--- config.mk ---
export PLATFORM = sky130hd
export DESIGN_NAME = seg_bus_if
export DESIGN_NICKNAME = d
export VERILOG_FILES = /design/src/rtl/seg_bus_pkg.sv /design/src/rtl/seg_addr_gen.sv /design/src/rtl/seg_rd_collect.sv /design/src/rtl/seg_bus_if.sv
export SDC_FILE = /design/constraint.sdc
export NUM_CORES = 1
export LEC_CHECK = 0
export BUFFER_PORTS_ARGS = -buffer_cell sky130_fd_sc_hd__buf_4
export CAP_MARGIN = 40
export CELL_PAD_IN_SITES_DETAIL_PLACEMENT = 1
export CELL_PAD_IN_SITES_GLOBAL_PLACEMENT = 2
export CORE_MARGIN = 3
export CORE_UTILIZATION = 33
export DETAILED_ROUTE_END_ITERATION = 10
export PLACE_DENSITY = 0.95
export SLEW_MARGIN = 20
export SYNTH_ARGS = -nofsm -noshare
export SYNTH_HDL_FRONTEND = slang
export SYNTH_SLANG_ARGS = --single-unit
--- constraint.sdc ---
create_clock -name clk -period 4.1 [get_ports clk]
set_input_delay 0.82 -clock clk [delete_from_list [all_inputs] [get_ports clk]]
set_output_delay 0.82 -clock clk [all_outputs]
set_load 0.05 [all_outputs]
--- src/rtl/seg_bus_pkg.sv ---
`timescale 1ns/1ps
package seg_bus_pkg;
    typedef enum logic [2:0] {
        ST_IDLE,
        ST_T1,
        ST_T2,
        ST_T3,
        ST_T4,
        ST_DONE
    } bus_state_e;
endpackage

--- src/rtl/seg_addr_gen.sv ---
`timescale 1ns/1ps
module seg_addr_gen #(
    parameter int SEG_W     = 16,
    parameter int OFF_W     = 16,
    parameter int SEG_SHIFT = 4,
    localparam int PA_W     = SEG_W + SEG_SHIFT
) (
    input  logic [SEG_W-1:0] seg,
    input  logic [OFF_W-1:0] off,
    output logic [PA_W-1:0]  phys
);
    // segment base on a 16-byte boundary plus offset, truncated to PA_W bits
    always_comb begin
        phys = {seg, {SEG_SHIFT{1'b0}}} + PA_W'(off);
    end
endmodule

--- src/rtl/seg_rd_collect.sv ---
`timescale 1ns/1ps
module seg_rd_collect #(
    parameter int BUS_W      = 8,
    parameter int XFER_BYTES = 2,
    localparam int IDX_W     = (XFER_BYTES > 1) ? $clog2(XFER_BYTES) : 1,
    localparam int DATA_W    = BUS_W * XFER_BYTES
) (
    input  logic              clk,
    input  logic              rst_n,
    input  logic              clear,
    input  logic              capture,
    input  logic [IDX_W-1:0]  lane,
    input  logic [BUS_W-1:0]  din,
    output logic [DATA_W-1:0] data
);
    for (genvar g = 0; g < XFER_BYTES; g++) begin : g_lane
        logic [BUS_W-1:0] lane_q;
        always_ff @(posedge clk or negedge rst_n) begin
            if (!rst_n) begin
                lane_q <= '0;
            end else if (clear) begin
                lane_q <= '0;
            end else if (capture && (lane == IDX_W'(g))) begin
                lane_q <= din;
            end
        end
        assign data[g*BUS_W +: BUS_W] = lane_q;
    end
endmodule

--- src/rtl/seg_bus_if.sv ---
`timescale 1ns/1ps
module seg_bus_if
    import seg_bus_pkg::*;
#(
    parameter int SEG_W      = 16,
    parameter int OFF_W      = 16,
    parameter int SEG_SHIFT  = 4,
    parameter int BUS_W      = 8,
    parameter int XFER_BYTES = 2,
    localparam int PA_W      = SEG_W + SEG_SHIFT,
    localparam int HI_W      = PA_W - BUS_W,
    localparam int DATA_W    = BUS_W * XFER_BYTES,
    localparam int IDX_W     = (XFER_BYTES > 1) ? $clog2(XFER_BYTES) : 1
) (
    input  logic              clk,
    input  logic              rst_n,
    input  logic              req_valid,
    input  logic [SEG_W-1:0]  req_seg,
    input  logic [OFF_W-1:0]  req_off,
    input  logic              req_word,
    input  logic              req_write,
    input  logic              req_io,
    input  logic [DATA_W-1:0] req_wdata,
    output logic              busy,
    output logic              done,
    output logic [DATA_W-1:0] rdata,
    output logic [HI_W-1:0]   addr_hi,
    output logic [BUS_W-1:0]  ad_out,
    output logic              ad_oe,
    input  logic [BUS_W-1:0]  ad_in,
    output logic              ale,
    output logic              rd_n,
    output logic              wr_n,
    output logic              io_sel,
    output logic              dt_r,
    output logic              den_n,
    input  logic              bus_ready
);
    bus_state_e state_q, state_d;

    logic [PA_W-1:0]   phys;
    logic [PA_W-1:0]   byte_addr_q;
    logic              word_q;
    logic              write_q;
    logic              io_q;
    logic [DATA_W-1:0] wdata_q;
    logic [IDX_W-1:0]  idx_q;

    logic accept;
    logic more_bytes;
    logic strobe_on;
    logic rd_capture;

    seg_addr_gen #(
        .SEG_W     (SEG_W),
        .OFF_W     (OFF_W),
        .SEG_SHIFT (SEG_SHIFT)
    ) i_addr (
        .seg  (req_seg),
        .off  (req_off),
        .phys (phys)
    );

    assign accept     = (state_q == ST_IDLE) && req_valid;
    assign more_bytes = word_q && (idx_q != IDX_W'(XFER_BYTES - 1));
    assign strobe_on  = (state_q == ST_T2) || (state_q == ST_T3);
    assign rd_capture = (state_q == ST_T3) && bus_ready && !write_q;

    seg_rd_collect #(
        .BUS_W      (BUS_W),
        .XFER_BYTES (XFER_BYTES)
    ) i_collect (
        .clk     (clk),
        .rst_n   (rst_n),
        .clear   (accept),
        .capture (rd_capture),
        .lane    (idx_q),
        .din     (ad_in),
        .data    (rdata)
    );

    // next state
    always_comb begin
        state_d = state_q;
        unique case (state_q)
            ST_IDLE: if (req_valid) state_d = ST_T1;
            ST_T1:   state_d = ST_T2;
            ST_T2:   state_d = ST_T3;
            ST_T3:   if (bus_ready) state_d = ST_T4;
            ST_T4:   state_d = more_bytes ? ST_T1 : ST_DONE;
            ST_DONE: state_d = ST_IDLE;
            default: state_d = ST_IDLE;
        endcase
    end

    // state register
    always_ff @(posedge clk or negedge rst_n) begin
        if (!rst_n) state_q <= ST_IDLE;
        else        state_q <= state_d;
    end

    // request latches and byte sequencing
    always_ff @(posedge clk or negedge rst_n) begin
        if (!rst_n) begin
            byte_addr_q <= '0;
            word_q      <= 1'b0;
            write_q     <= 1'b0;
            io_q        <= 1'b0;
            wdata_q     <= '0;
            idx_q       <= '0;
        end else if (accept) begin
            byte_addr_q <= phys;
            word_q      <= req_word;
            write_q     <= req_write;
            io_q        <= req_io;
            wdata_q     <= req_wdata;
            idx_q       <= '0;
        end else if ((state_q == ST_T4) && more_bytes) begin
            byte_addr_q <= byte_addr_q + PA_W'(1);
            idx_q       <= idx_q + IDX_W'(1);
        end
    end

    // outputs decoded from state
    always_comb begin
        ale     = (state_q == ST_T1);
        ad_oe   = (state_q == ST_T1) || (strobe_on && write_q);
        ad_out  = (state_q == ST_T1) ? byte_addr_q[BUS_W-1:0]
                                     : wdata_q[idx_q*BUS_W +: BUS_W];
        addr_hi = byte_addr_q[PA_W-1:BUS_W];
        rd_n    = !(strobe_on && !write_q);
        wr_n    = !(strobe_on && write_q);
        den_n   = !strobe_on;
        dt_r    = write_q;
        io_sel  = io_q;
        busy    = (state_q != ST_IDLE);
        done    = (state_q == ST_DONE);
    end
endmodule

# Yosys cells after proc, flatten, opt, wreduce, memory -nomap -nowiden
# Index checks and enable logic that the tools add are counted.
# W data, S select, Z words.
# classes
multipliers	0
muxes	13
n_div	0
magnitude_cmp	0
n_eq_ne	7
n_addsub	3
n_reduce_logical	21
n_shift	1
bitwise_logic	1
# op_table
cell	n
$mux W20	2
$mux W8	5
$add A20 B1 Y20 const B	1
$add A20 B16 Y20	1
$shiftx A16 B5 Y8	1
$pmux W3 S5	1
$logic_and A1 B1 Y1	9
$mux W3	3
$eq A3 B2 Y1 const B	2
$eq A3 B3 Y1 const B	2
$reduce_bool A2 Y1	3
$logic_not A1 Y1	4
$ne A2 B2 Y1 const B	2
$eq A3 B1 Y1 const B	1
$logic_not A3 Y1	1
$reduce_bool A3 Y1	1
$logic_or A1 B1 Y1	2
$mux W1	2
$reduce_and A2 Y1	1
$add A1 B1 Y1 const B	1
$not A1 Y1	1
# totals
n_memories	0
mem_bits_ro	0
in_bits	63
latch_bits	0
ram_bits	0
output_inout_bits	45
wordCells	55
ff_bits	59

# Longest topological paths before layout
# depth
ltp_word	6
ltp_mapped	8
depth_no_buf	8

# By module
# From an unflattened synthesis, not the netlist that was laid out.
# hier_totals
cells_unflattened	448
area_unflattened_um2	3971.3
# modules_own_cells
module	area_each_um2	n_inst	cells_per_inst	seq_area_each_um2
seg_bus_if	2381.0	1	276	1076.0
seg_addr_gen	820.8	1	108	0.0
seg_rd_collect	769.5	1	64	400.4

# Worst setup path before layout
# No wires, ideal clock.
# synth_timing
path_type	flip-flop to output port
start	reg state_q[1]
end	out ad_out[6]
path_slack_ps	841
required_ps	3280
path_buffers	2
stages_incl_launch_ff	5
t_arrival_ps	2439
path_cell_list	dfrtp_1 -> buf_4 -> nor3b_1 -> clkbuf_1 -> o21ai_0
# synth_via
elab_chain_cells	2
# synth_lines
item	line	source
start, declared	seg_bus_if.sv:39	bus_state_e state_q, state_d;
start signal, assigned	seg_bus_if.sv:99	else state_q <= state_d;
$eq A3 B1 Y1	n/a	
net ale	seg_bus_if.sv:31	output logic ale,
$mux W8	seg_bus_if.sv:128	ad_out = (state_q == ST_T1) ? byte_addr_q[BUS_W-1:0]
end, declared	seg_bus_if.sv:28	output logic [BUS_W-1:0] ad_out,
# The timed path passes the listed nets, and every way through them passes these cells.

# Worst setup path in the final report
# layout_timing
start	reg state_q[1]
end	out ad_out[0]
# layout_via
elab_chain_cells	2
# layout_lines
item	line
$eq A3 B1 Y1	seg_bus_if.sv:128
$mux W8	seg_bus_if.sv:128
# Every way passes these cells.

==> qor.csv <==
stage;metric;value;unit
worst_setup_path;r2r_cells;6;
synth;yosys.area.top_type;dfrtp_1;
global_routing;antenna_found_initial;0;
floorplan;rows;37;
worst_setup_path;worstPathArrival;1.90;ns
synth;yosysSeqAreaShare;41.2;%
synth;synth_top_area_share;41.2;%
global_routing;grt_max_degree;60;
timing;tightestPinTransition;0.745;ns
floorplan;initial_core_util;34.3;%
worst_setup_path;r2r_end;byte_addr_q[15];
power_and_ir_drop;clkPwrFrac;17.0;%
clocking;cts_resized;0;
routing;firstDrtPassIters;5;
worst_hold_path;hold_class;flop to flop;
clocking;clk_pin_slew;0.07;ns
routing;vias_per_cell;4.99;
global_routing;grt_pass1_wl;15900;µm
routing;drt-wirelength-per-cell;15.8;µm
synth;synth_nets;475;
placed_design;place.gp.congestion;0.745;
clocking;cts_setup_buffers;0;
cells_and_area;drive_gt1_share;28.1;%
power_and_ir_drop;swShare;49.7;%
clocking;cts_max_path_buffers;2;
placed_design;placed_cells;618;
synth;synth-main-ff-cell;dfrtp_1;
routing;routed_wl;10000;µm
timing;rsz0062_at_grt;false;
timing;fin_crit_sh;66.3;%
clocking;cts_hold_buf;0;
timing;slew_viol_final;0;
floorplan;dieArea;0.0122;mm²
floorplan;core_area;0.0105;mm²
worst_setup_path;startpoint_type;flop;
floorplan;die_x;110;µm
power_and_ir_drop;leakagePower;0.00231;µW
power_and_ir_drop;seqPwrFrac;29.3;%
synth;syn_area;0.00359;mm²
worst_setup_path;cp_max_fo;15;
timing;setup_tns;0;ns
cells_and_area;syn_to_final_growth;31.0;%
synth;yosys-top-cells-area;dfrtp_1 (41%), nand2_1 (9.5%), mux2i_1 (7.8%);
routing;drtAntennaViolNets;0;
power_and_ir_drop;switching_power;1920;µW
clocking;cts_sinks;59;
global_routing;grt.overflow.total;0;
worst_setup_path;r2r-start;idx_q;
cells_and_area;fin_cells;634;
synth;ys_warn_count;0;
timing;finalHoldViolations;0;
synth;ys_top_cells_by_count;nand2_1 (91), dfrtp_1 (59), nor2_1 (30);
placed_design;dp_hpwl;7620;µm
routing;post-route-drc-count;0;
worst_setup_path;crit_path_end_kind;output port;
global_routing;grt_pass1_vias;3292;
synth;synthArstFlopShare;100;%
clocking;insertion_delay;0.33;ns
clocking;cts_tree;built;
floorplan;die_h;110;µm
timing;fmax;0.368;GHz
cells_and_area;regArea;0.00148;mm²
timing;min_period;2.72;ns
cells_and_area;fin_nets;570;
worst_hold_path;holdCritStartpoint;wdata_q[10];
cells_and_area;antenna_cells;0;
cells_and_area;multi_input_area;0.00194;mm²
synth;synthDistinctLibCells;51;
run_status;outcome;complete, no violations;
flow_run;max_cap_violations;0;
floorplan;ioPinCount;108;
power_and_ir_drop;ir_drop;0.425;mV
synth;syn_area_per_cell;9.01;µm²
cells_and_area;finish.utilization;44.9;%
worst_setup_path;reg2reg_slack;1.75;ns
clocking;h-tree-depth;3;
placed_design;place.port_buffers;107;
clocking;cts_made_buffers;9;
routing;num_vias;3164;
worst_setup_path;cp.required;3.28;ns
timing;setup_viol_count_final;0;
routing;drt_iter0_drc;135;
synth;synth_edf_count;0;
synth;synthCells;398;
clocking;root_buffer;clkbuf_8;
global_routing;grtUsageTotal;16.6;%
power_and_ir_drop;pwr-share-comb;53.6;%
placed_design;pre_cts_slack;1.14;ns
synth;ys_ff_latch;59;
synth;synth_most_common_cell;nand2_1;
cells_and_area;fillCellCount;1248;
timing;skew;0.00641;ns
timing;layout_setup_ws;1.38;ns
worst_setup_path;crit_path_start;state_q[1];
power_and_ir_drop;internal_power;1940;µW
worst_setup_path;critPathKind;flop to output port;
power_and_ir_drop;p_per_area;823;mW/mm²
timing;maxSlewHeadroom;50.3;%
worst_setup_path;crit_path_end;ad_out[0];
kinds of logic (layout without fill, tap and decap cells):
kind of cell,count (synthesis),after routing,synth area share [%]
simple gates,167,167,22.3
compound gates,73,73,12.4
flops,59,59,41.2
buf+inv,31,131,4.85
mux,28,28,7.81
xor+xnor,26,26,6.35
fa+ha+maj,14,14,5.09
power groups by stage:
| stage | Combinational (µW) | Clock, µW | Sequential, µW |
|---|---|---|---|
| after floorplan | 1320 | 0 | 1300 |
| after global placement | 2020 | 0 | 1110 |
| after detailed placement | 2090 | 0 | 1140 |
| after CTS | 2100 | 672 | 1130 |
| after global routing | 2220 | 701 | 1170 |
| final | 2070 | 658 | 1130 |
sequential cells by signal, summed over array words and instances (netlist names):
signal / flops
byte_addr_q: 20
word_q: 1
wdata_q: 16
state_q: 3
io_sel: 1
i_collect.g_lane.lane_q: 16
dt_r: 1
idx_q: 1
final cells by class:
class | count | area share [%]
clock inverters | 6 | 2.37
multi-input cells | 308 | 41.3
inverters | 4 | 0.319
well taps | 136 | 3.62
repair buffers | 111 | 18.0
flip-flops and latches | 59 | 31.4
clock buffers | 10 | 2.93
worst min path at each step:
stage	endpoint	cells past startpoint
after floorplan	wdata_q[0]	2
after global placement	wdata_q[2]	2
after detailed placement	wdata_q[3]	2
after CTS	wdata_q[4]	2
after global routing	wdata_q[13]	2
final	wdata_q[10]	2
metal layers:
metal	part of all wire, %	up-vias	routed length [µm]	track usage [%]
li1	-	1552	-	-
met1	43	1530	4290	20.0
met2	51	75	5110	29.6
met3	5.2	7	517	3.61
met4	0.97	0	97	4.66
met5	0	-	0	0
layout by cell type, fill, tap and decap left out, types with 2 or more instances in the layout:
cell / n
buf_4: 110
nand2b_1: 2
a211oi_1: 5
nor3_4: 2
nor3_1: 5
a21oi_1: 14
o21ai_1: 7
clkbuf_8: 10
o22ai_1: 3
nand3_1: 8
nand4_1: 7
nor2b_1: 2
o21ai_0: 25
nand2_1: 91
ha_1: 13
mux2i_1: 28
bufinv_16: 3
and3_1: 5
and4_1: 3
nor2_1: 30
dfrtp_1: 59
inv_1: 3
xor2_1: 14
o31ai_1: 2
a21o_1: 4
o21a_1: 3
xnor2_1: 12
critical path, cell delays in order (launching register included):
cell     delay (ns)
dfrtp_1        0.53
nor3b_2        0.34
buf_4          0.26
nand2_1        0.08
o21ai_0        0.11
buf_4          0.24
stage by stage:
stage               power (µW)  instance area [µm²]  hold slack, ns
floorplan                 2620                 3590           0.445
global placement          3140                 4420           0.458
detailed placement        3230                 4450           0.462
CTS                       3910                 4700           0.491
global route              4100                 4700           0.517
finish                    3870                 4700           0.490
Note: power is estimated with default switching activity, not from simulation.
